File: config.mk
export PLATFORM = sky130hd
export DESIGN_NAME = rsg_sync_gen
export DESIGN_NICKNAME = d
export VERILOG_FILES = /design/src/rtl/rsg_pkg.sv /design/src/rtl/rsg_regs.sv /design/src/rtl/rsg_prescale.sv /design/src/rtl/rsg_axis.sv /design/src/rtl/rsg_sync_gen.sv
export SDC_FILE = /design/constraint.sdc
export NUM_CORES = 1
export LEC_CHECK = 0
export CORE_ASPECT_RATIO = 1.4
export CORE_MARGIN = 3
export CORE_UTILIZATION = 25
export CTS_CLUSTER_DIAMETER = 80
export DETAILED_ROUTE_END_ITERATION = 10
export PLACE_DENSITY = 0.46
export SLEW_MARGIN = 20
export SYNTH_ARGS = -nofsm -noshare
export SYNTH_HDL_FRONTEND = slang
export SYNTH_HIERARCHICAL = 1
export SYNTH_SLANG_ARGS = --single-unit
File: constraint.sdc
create_clock -name clk -period 4.6 [get_ports clk]
set_clock_uncertainty 0.05 [all_clocks]
set_input_delay 1.15 -clock clk [delete_from_list [all_inputs] [get_ports clk]]
set_output_delay 1.15 -clock clk [all_outputs]
set_load 0.01 [all_outputs]
File: src/rtl/rsg_pkg.sv
package rsg_pkg;
    localparam int DATA_W   = 8;
    localparam int NUM_REGS = 10;

    // register offsets
    localparam int A_CTRL  = 0;
    localparam int A_PRESC = 1;
    localparam int A_H_VIS = 2;
    localparam int A_H_SS  = 3;
    localparam int A_H_SE  = 4;
    localparam int A_H_TOT = 5;
    localparam int A_V_VIS = 6;
    localparam int A_V_SS  = 7;
    localparam int A_V_SE  = 8;
    localparam int A_V_TOT = 9;

    // control bit positions
    localparam int B_EN     = 0;
    localparam int B_HS_POL = 1;
    localparam int B_VS_POL = 2;
    localparam int B_HB_POL = 3;
    localparam int B_VB_POL = 4;
    localparam int B_DBL    = 5;

    typedef logic [DATA_W-1:0] byte_t;

    typedef struct packed {
        logic  en;
        logic  hs_pol;
        logic  vs_pol;
        logic  hb_pol;
        logic  vb_pol;
        logic  dbl;
        byte_t presc;
        byte_t h_vis;
        byte_t h_ss;
        byte_t h_se;
        byte_t h_tot;
        byte_t v_vis;
        byte_t v_ss;
        byte_t v_se;
        byte_t v_tot;
    } cfg_t;

    typedef struct packed {
        byte_t vis;
        byte_t ss;
        byte_t se;
        byte_t tot;
    } axis_cfg_t;
endpackage

File: src/rtl/rsg_regs.sv
module rsg_regs
    import rsg_pkg::*;
#(
    parameter int ADDR_W = 4
) (
    input  logic              clk,
    input  logic              rst_n,
    input  logic [ADDR_W-1:0] addr,
    input  byte_t             wdata,
    input  logic              we,
    output byte_t             rdata,
    output cfg_t              cfg
);
    typedef struct packed {
        byte_t [NUM_REGS-1:0] r;
    } regs_t;

    regs_t st_d, st_q;

    always_comb begin
        st_d  = st_q;
        rdata = '0;
        for (int i = 0; i < NUM_REGS; i++) begin
            if (addr == ADDR_W'(i)) begin
                rdata = st_q.r[i];
                if (we) begin
                    st_d.r[i] = wdata;
                end
            end
        end
    end

    always_ff @(posedge clk or negedge rst_n) begin
        if (!rst_n) begin
            st_q <= '0;
        end else begin
            st_q <= st_d;
        end
    end

    assign cfg.en     = st_q.r[A_CTRL][B_EN];
    assign cfg.hs_pol = st_q.r[A_CTRL][B_HS_POL];
    assign cfg.vs_pol = st_q.r[A_CTRL][B_VS_POL];
    assign cfg.hb_pol = st_q.r[A_CTRL][B_HB_POL];
    assign cfg.vb_pol = st_q.r[A_CTRL][B_VB_POL];
    assign cfg.dbl    = st_q.r[A_CTRL][B_DBL];
    assign cfg.presc  = st_q.r[A_PRESC];
    assign cfg.h_vis  = st_q.r[A_H_VIS];
    assign cfg.h_ss   = st_q.r[A_H_SS];
    assign cfg.h_se   = st_q.r[A_H_SE];
    assign cfg.h_tot  = st_q.r[A_H_TOT];
    assign cfg.v_vis  = st_q.r[A_V_VIS];
    assign cfg.v_ss   = st_q.r[A_V_SS];
    assign cfg.v_se   = st_q.r[A_V_SE];
    assign cfg.v_tot  = st_q.r[A_V_TOT];
endmodule

File: src/rtl/rsg_prescale.sv
module rsg_prescale
    import rsg_pkg::*;
(
    input  logic  clk,
    input  logic  rst_n,
    input  logic  en,
    input  byte_t presc,
    output logic  tick
);
    typedef struct packed {
        byte_t cnt;
    } pre_t;

    pre_t st_d, st_q;

    always_comb begin
        st_d = st_q;
        tick = en && (st_q.cnt == presc);
        if (!en || tick) begin
            st_d.cnt = '0;
        end else begin
            st_d.cnt = st_q.cnt + 1'b1;
        end
    end

    always_ff @(posedge clk or negedge rst_n) begin
        if (!rst_n) begin
            st_q <= '0;
        end else begin
            st_q <= st_d;
        end
    end
endmodule

File: src/rtl/rsg_axis.sv
module rsg_axis
    import rsg_pkg::*;
#(
    parameter  int UNIT_LOG2 = 3,
    localparam int CNT_W     = DATA_W + UNIT_LOG2
) (
    input  logic             clk,
    input  logic             rst_n,
    input  logic             clr,
    input  logic             step,
    input  axis_cfg_t        acfg,
    output logic [CNT_W-1:0] cnt,
    output logic             at_last,
    output logic             sync_raw,
    output logic             blank_raw
);
    typedef struct packed {
        logic [CNT_W-1:0] cnt;
    } axis_t;

    axis_t            st_d, st_q;
    logic [CNT_W-1:0] last_pos;

    function automatic logic [CNT_W-1:0] scale(input byte_t b);
        return {b, {UNIT_LOG2{1'b0}}};
    endfunction

    always_comb begin
        st_d      = st_q;
        last_pos  = scale(acfg.tot) - 1'b1;
        at_last   = (st_q.cnt >= last_pos);
        sync_raw  = (st_q.cnt >= scale(acfg.ss)) && (st_q.cnt < scale(acfg.se));
        blank_raw = (st_q.cnt >= scale(acfg.vis));
        if (clr) begin
            st_d.cnt = '0;
        end else if (step) begin
            st_d.cnt = at_last ? '0 : st_q.cnt + 1'b1;
        end
    end

    always_ff @(posedge clk or negedge rst_n) begin
        if (!rst_n) begin
            st_q <= '0;
        end else begin
            st_q <= st_d;
        end
    end

    assign cnt = st_q.cnt;
endmodule

File: src/rtl/rsg_sync_gen.sv
module rsg_sync_gen
    import rsg_pkg::*;
#(
    parameter  int ADDR_W    = 4,
    parameter  int UNIT_LOG2 = 3,
    localparam int CNT_W     = DATA_W + UNIT_LOG2
) (
    input  logic              clk,
    input  logic              rst_n,
    input  logic [ADDR_W-1:0] cfg_addr,
    input  logic [7:0]        cfg_wdata,
    input  logic              cfg_we,
    output logic [7:0]        cfg_rdata,
    output logic              pix_tick,
    output logic              hsync,
    output logic              vsync,
    output logic              hblank,
    output logic              vblank,
    output logic              blank,
    output logic              h_tc,
    output logic              v_tc,
    output logic [CNT_W-1:0]  pix_x,
    output logic [CNT_W-1:0]  mem_line
);
    localparam int N_AXES = 2;   // 0: horizontal, 1: vertical

    cfg_t             cfg;
    logic             tick;
    logic             run;
    axis_cfg_t        acfg      [N_AXES];
    logic             step      [N_AXES];
    logic [CNT_W-1:0] cnt       [N_AXES];
    logic             at_last   [N_AXES];
    logic             sync_raw  [N_AXES];
    logic             blank_raw [N_AXES];

    rsg_regs #(.ADDR_W(ADDR_W)) u_regs (
        .clk   (clk),
        .rst_n (rst_n),
        .addr  (cfg_addr),
        .wdata (cfg_wdata),
        .we    (cfg_we),
        .rdata (cfg_rdata),
        .cfg   (cfg)
    );

    rsg_prescale u_pre (
        .clk   (clk),
        .rst_n (rst_n),
        .en    (cfg.en),
        .presc (cfg.presc),
        .tick  (tick)
    );

    assign run     = cfg.en;
    assign acfg[0] = '{vis: cfg.h_vis, ss: cfg.h_ss, se: cfg.h_se, tot: cfg.h_tot};
    assign acfg[1] = '{vis: cfg.v_vis, ss: cfg.v_ss, se: cfg.v_se, tot: cfg.v_tot};
    assign step[0] = tick;
    assign step[1] = tick & at_last[0];

    for (genvar g = 0; g < N_AXES; g++) begin : g_axis
        rsg_axis #(.UNIT_LOG2(UNIT_LOG2)) u_axis (
            .clk       (clk),
            .rst_n     (rst_n),
            .clr       (!run),
            .step      (step[g]),
            .acfg      (acfg[g]),
            .cnt       (cnt[g]),
            .at_last   (at_last[g]),
            .sync_raw  (sync_raw[g]),
            .blank_raw (blank_raw[g])
        );
    end

    always_comb begin
        pix_tick = tick;
        h_tc     = step[1];
        v_tc     = step[1] & at_last[1];
        if (run) begin
            hsync    = sync_raw[0]  ^ cfg.hs_pol;
            vsync    = sync_raw[1]  ^ cfg.vs_pol;
            hblank   = blank_raw[0] ^ cfg.hb_pol;
            vblank   = blank_raw[1] ^ cfg.vb_pol;
            blank    = blank_raw[0] | blank_raw[1];
            pix_x    = cnt[0];
            mem_line = cfg.dbl ? (cnt[1] >> 1) : cnt[1];
        end else begin
            hsync    = cfg.hs_pol;
            vsync    = cfg.vs_pol;
            hblank   = cfg.hb_pol;
            vblank   = cfg.vb_pol;
            blank    = 1'b1;
            pix_x    = '0;
            mem_line = '0;
        end
    end
endmodule

==> impl_metrics.prom <==
# TYPE chip_impl_metric gauge
chip_impl_info{name="status",value="finished, final reports clean"} 1
chip_impl_metric{name="detail-route-antenna-nets",unit=""} 0
chip_impl_metric{name="num_vias",unit=""} 6191
chip_impl_metric{name="chipWidth",unit="µm"} 161
chip_impl_metric{name="slowest_stage_delay_cp",unit="ns"} 0.58
chip_impl_info{name="final_cell_mix",value="dfrtp_1, mux2_2, ha_1, inv_1, clkdlybuf4s50_1"} 1
chip_impl_metric{name="antennaDiodeCount",unit=""} 0
chip_impl_metric{name="maxSlewViolCount",unit=""} 0
chip_impl_metric{name="fp.coreArea",unit="µm²"} 32800
chip_impl_metric{name="power.density_cell_area",unit="nW/µm²"} 333
chip_impl_metric{name="finalWeightedCongestion",unit=""} 0.853
chip_impl_info{name="clock_root_buffer_master",value="clkbuf_16"} 1
chip_impl_info{name="rsz_0062_raised_after_global_routing",value="no"} 1
chip_impl_metric{name="cts_hold_buf",unit=""} 0
chip_impl_metric{name="worstPathBufferInverterCount",unit=""} 3
chip_impl_metric{name="cts-buffers-inserted",unit=""} 9
chip_impl_metric{name="period_needed",unit="ns"} 4.39
chip_impl_metric{name="synth-adder-area-share",unit="%"} 10.3
chip_impl_info{name="critical_path_class",value="input pin to output pin"} 1
chip_impl_metric{name="place_worst_setup_slack",unit="ns"} 0.220
chip_impl_metric{name="ys_types",unit=""} 63
chip_impl_metric{name="dp.final_hpwl",unit="mm"} 19.0
chip_impl_metric{name="crit_fanout",unit=""} 18
chip_impl_metric{name="timing.fmax",unit="GHz"} 0.228
chip_impl_metric{name="cp.required",unit="ns"} 3.40
chip_impl_metric{name="max_slew.worst_pin.slew",unit="ns"} 0.850
chip_impl_info{name="end_kind",value="output pin"} 1
chip_impl_metric{name="area_growth",unit="%"} 10.6
chip_impl_metric{name="post_cts_buffers",unit=""} 0
chip_impl_metric{name="timing.final.hold_violations",unit=""} 0
chip_impl_metric{name="power_leakage",unit="nW"} 4.08
chip_impl_metric{name="grt_pass1_vias",unit=""} 6290
chip_impl_metric{name="cts.repair.resized",unit=""} 0
chip_impl_metric{name="synth-edff-count",unit=""} 0
chip_impl_metric{name="fp.dieH",unit="µm"} 223
chip_impl_metric{name="grt_first_pass_wirelength",unit="mm"} 38.7
chip_impl_metric{name="fp.dieArea",unit="µm²"} 35900
chip_impl_metric{name="clock_insertion_delay_worst_skew",unit="ns"} 0.37
chip_impl_metric{name="grt_overflow",unit=""} 0
chip_impl_metric{name="netlist_instances",unit=""} 866
chip_impl_info{name="largest_family_of_logic_cells_by_synthesized_area",value="simple AND/OR/NAND/NOR gates"} 1
chip_impl_metric{name="mappedNetlistArea",unit="µm²"} 8420
chip_impl_metric{name="syn_nets",unit=""} 950
chip_impl_metric{name="fin_ws",unit="ns"} 0.212
chip_impl_metric{name="worst_relative_slew_slack",unit="%"} 43.3
chip_impl_metric{name="yosysWarnings",unit=""} 6
chip_impl_metric{name="ys_seq_area_share",unit="%"} 32.7
chip_impl_metric{name="finalHoldWorstSlack",unit="ns"} 0.456
chip_impl_info{name="layout.cells.most_common",value="dfrtp_1"} 1
chip_impl_info{name="cpMaxStageDelayCell",value="clkdlybuf4s50_1"} 1
chip_impl_metric{name="finish.net_count",unit=""} 933
chip_impl_metric{name="min_period_over_period",unit="%"} 95.4
chip_impl_metric{name="ir_worst_vdd",unit="mV"} 0.177
chip_impl_metric{name="floorplan.rows",unit=""} 78
chip_impl_metric{name="timing.critical_path.arrival",unit="ns"} 3.19
chip_impl_metric{name="initial_utilization",unit="%"} 25.7
chip_impl_info{name="cell_mode_on_critical_path",value="clkdlybuf4s50_1"} 1
chip_impl_info{name="cts_tree",value="done"} 1
chip_impl_info{name="timing.critical_path.from_type",value="input pin"} 1
chip_impl_metric{name="avgSynthCellArea",unit="µm²"} 9.72
chip_impl_metric{name="port_buffers",unit=""} 52
chip_impl_metric{name="routed_wirelength",unit="mm"} 24.7
chip_impl_metric{name="synth-simple-area-share",unit="%"} 15.0
chip_impl_info{name="holdCritPathClass",value="flip-flop to flip-flop"} 1
chip_impl_metric{name="dp.cells",unit=""} 1278
chip_impl_metric{name="tritonroute_pass_1_iters",unit=""} 5
chip_impl_metric{name="layoutNonFillerInstCount",unit=""} 1294
chip_impl_metric{name="fraction_of_the_mapped_netlist_area_in_compound_gates",unit="%"} 12.4
chip_impl_metric{name="grt_antenna_before_repair",unit=""} 0
chip_impl_metric{name="drt_first_iter_violations",unit=""} 432
chip_impl_metric{name="async_flop_share",unit="%"} 100
chip_impl_metric{name="postSynthRegisterBits",unit=""} 110
chip_impl_metric{name="fin_setup_tns",unit="ns"} 0
chip_impl_metric{name="drive_above_1_share",unit="%"} 19.2
chip_impl_metric{name="post_drt_via_cell_ratio",unit=""} 4.78
chip_impl_info{name="ys.flop_type",value="dfrtp_1"} 1
chip_impl_metric{name="io-pin-count",unit=""} 53
chip_impl_metric{name="clk_sink_count",unit=""} 110
chip_impl_info{name="delay_heaviest_family_cp",value="buffers and inverters"} 1
chip_impl_metric{name="routedWlPerCell",unit="µm"} 19.1
chip_impl_metric{name="track_usage",unit="%"} 14.0
chip_impl_metric{name="remaining_drc_errors",unit=""} 0
chip_impl_metric{name="layout.core_utilization",unit="%"} 28.4
chip_impl_metric{name="cts_max_path_buffers",unit=""} 2
chip_impl_metric{name="h-tree-depth",unit=""} 3
chip_impl_metric{name="final-setup-viol-count",unit=""} 0
chip_impl_metric{name="yosys.area_share.xor_xnor",unit="%"} 2.99
chip_impl_info{name="crit_path_cell_trace",value="clkdlybuf4s50_1 -> buf_4 -> mux2i_1 -> o221a_2 -> o21ai_0 -> clkdlybuf4s50_1"} 1
chip_impl_metric{name="worst_setup_hold_path_clk_slew",unit="ns"} 0.07
chip_impl_metric{name="grt_max_degree",unit=""} 60
chip_impl_metric{name="number_of_maximum_capacitance_violations",unit=""} 0
chip_impl_metric{name="yosys-mux-area-fraction",unit="%"} 14.8
## final cells by class
class,count,area (µm²)
multi-input combinational,580,4670
clock inverter,2,38.8
sequential,110,2750
tap,440,551
fill,3530,23500
clock buffer,14,274
inverter,64,240
timing repair buffer,84,791
## logic make-up (layout without fill, tap and decap cells)
kind of cell	Yosys count	count (layout)
DFF	110	110
adders and majority gates	69	69
AOI/OAI and AO/OA	146	146
and+or+nand+nor	225	225
muxes	113	113
xor gates and xnor gates	27	27
buffers and inverters	176	164
## per-stage QoR
stage | power (W) | cell area [µm²]
2_1_floorplan | 0.00212 | 8420
3_3_place_gp | 0.00227 | 9000
3_5_place_dp | 0.00227 | 9000
4_1_cts | 0.00314 | 9320
5_1_grt | 0.00329 | 9320
6_report | 0.00310 | 9320
## report_power, final
part	switching, W	leakage (nW)	total, W	internal (W)
sequential	0.000220	1.40	0.00136	0.00114
combinational	0.000451	2.53	0.000888	0.000437
clock	0.000386	0.153	0.000857	0.000470
total	0.00106	4.08	0.00310	0.00204
## synthesized netlist by cell type (16+ instances only)
cell type	count	area share, %
a211oi_1	16	1.4
inv_1	61	2.7
nand2_1	37	1.6
mux2i_1	32	3.8
buf_4	83	7.4
mux2_2	80	11
a21oi_1	19	1.1
o21ai_0	31	1.8
nand3_1	20	1.2
ha_1	69	10
nor2_1	39	1.7
nand2b_1	22	1.6
dfrtp_1	110	33
and2_1	16	1.2
## sequential cells by signal (all words and copies together) (netlist names)
signal             flops
u_pre/st_q             8
u_regs/st_q            2
u_regs/cfg            78
g_axis.u_axis/cnt     22
## worst paths after layout
kind	start	end	slack, ns	cells past startpoint
setup / recovery	cfg_addr[1]	cfg_rdata[5]	0.21	6
max in group asynchronous	rst_n	u_regs/cfg[1]	2.73	2
setup reg to reg	u_regs/cfg[32]	g_axis[1].u_axis/cnt[8]	1.23	15
hold reg to reg	u_regs/st_q[6]	u_regs/st_q[6]	0.46	1
hold / removal	u_regs/st_q[6]	u_regs/st_q[6]	0.46	1
min in group asynchronous	rst_n	u_pre/st_q[4]	0.79	1
## metal layers
metal / global-route usage [%] / wire length, µm
met3: 1.99 / 880
met4: 4.67 / 515
met5: 0 / 0
met2: 22.8 / 11800
met1: 19.0 / 11500
Note: power is estimated with default switching activity, not from simulation.
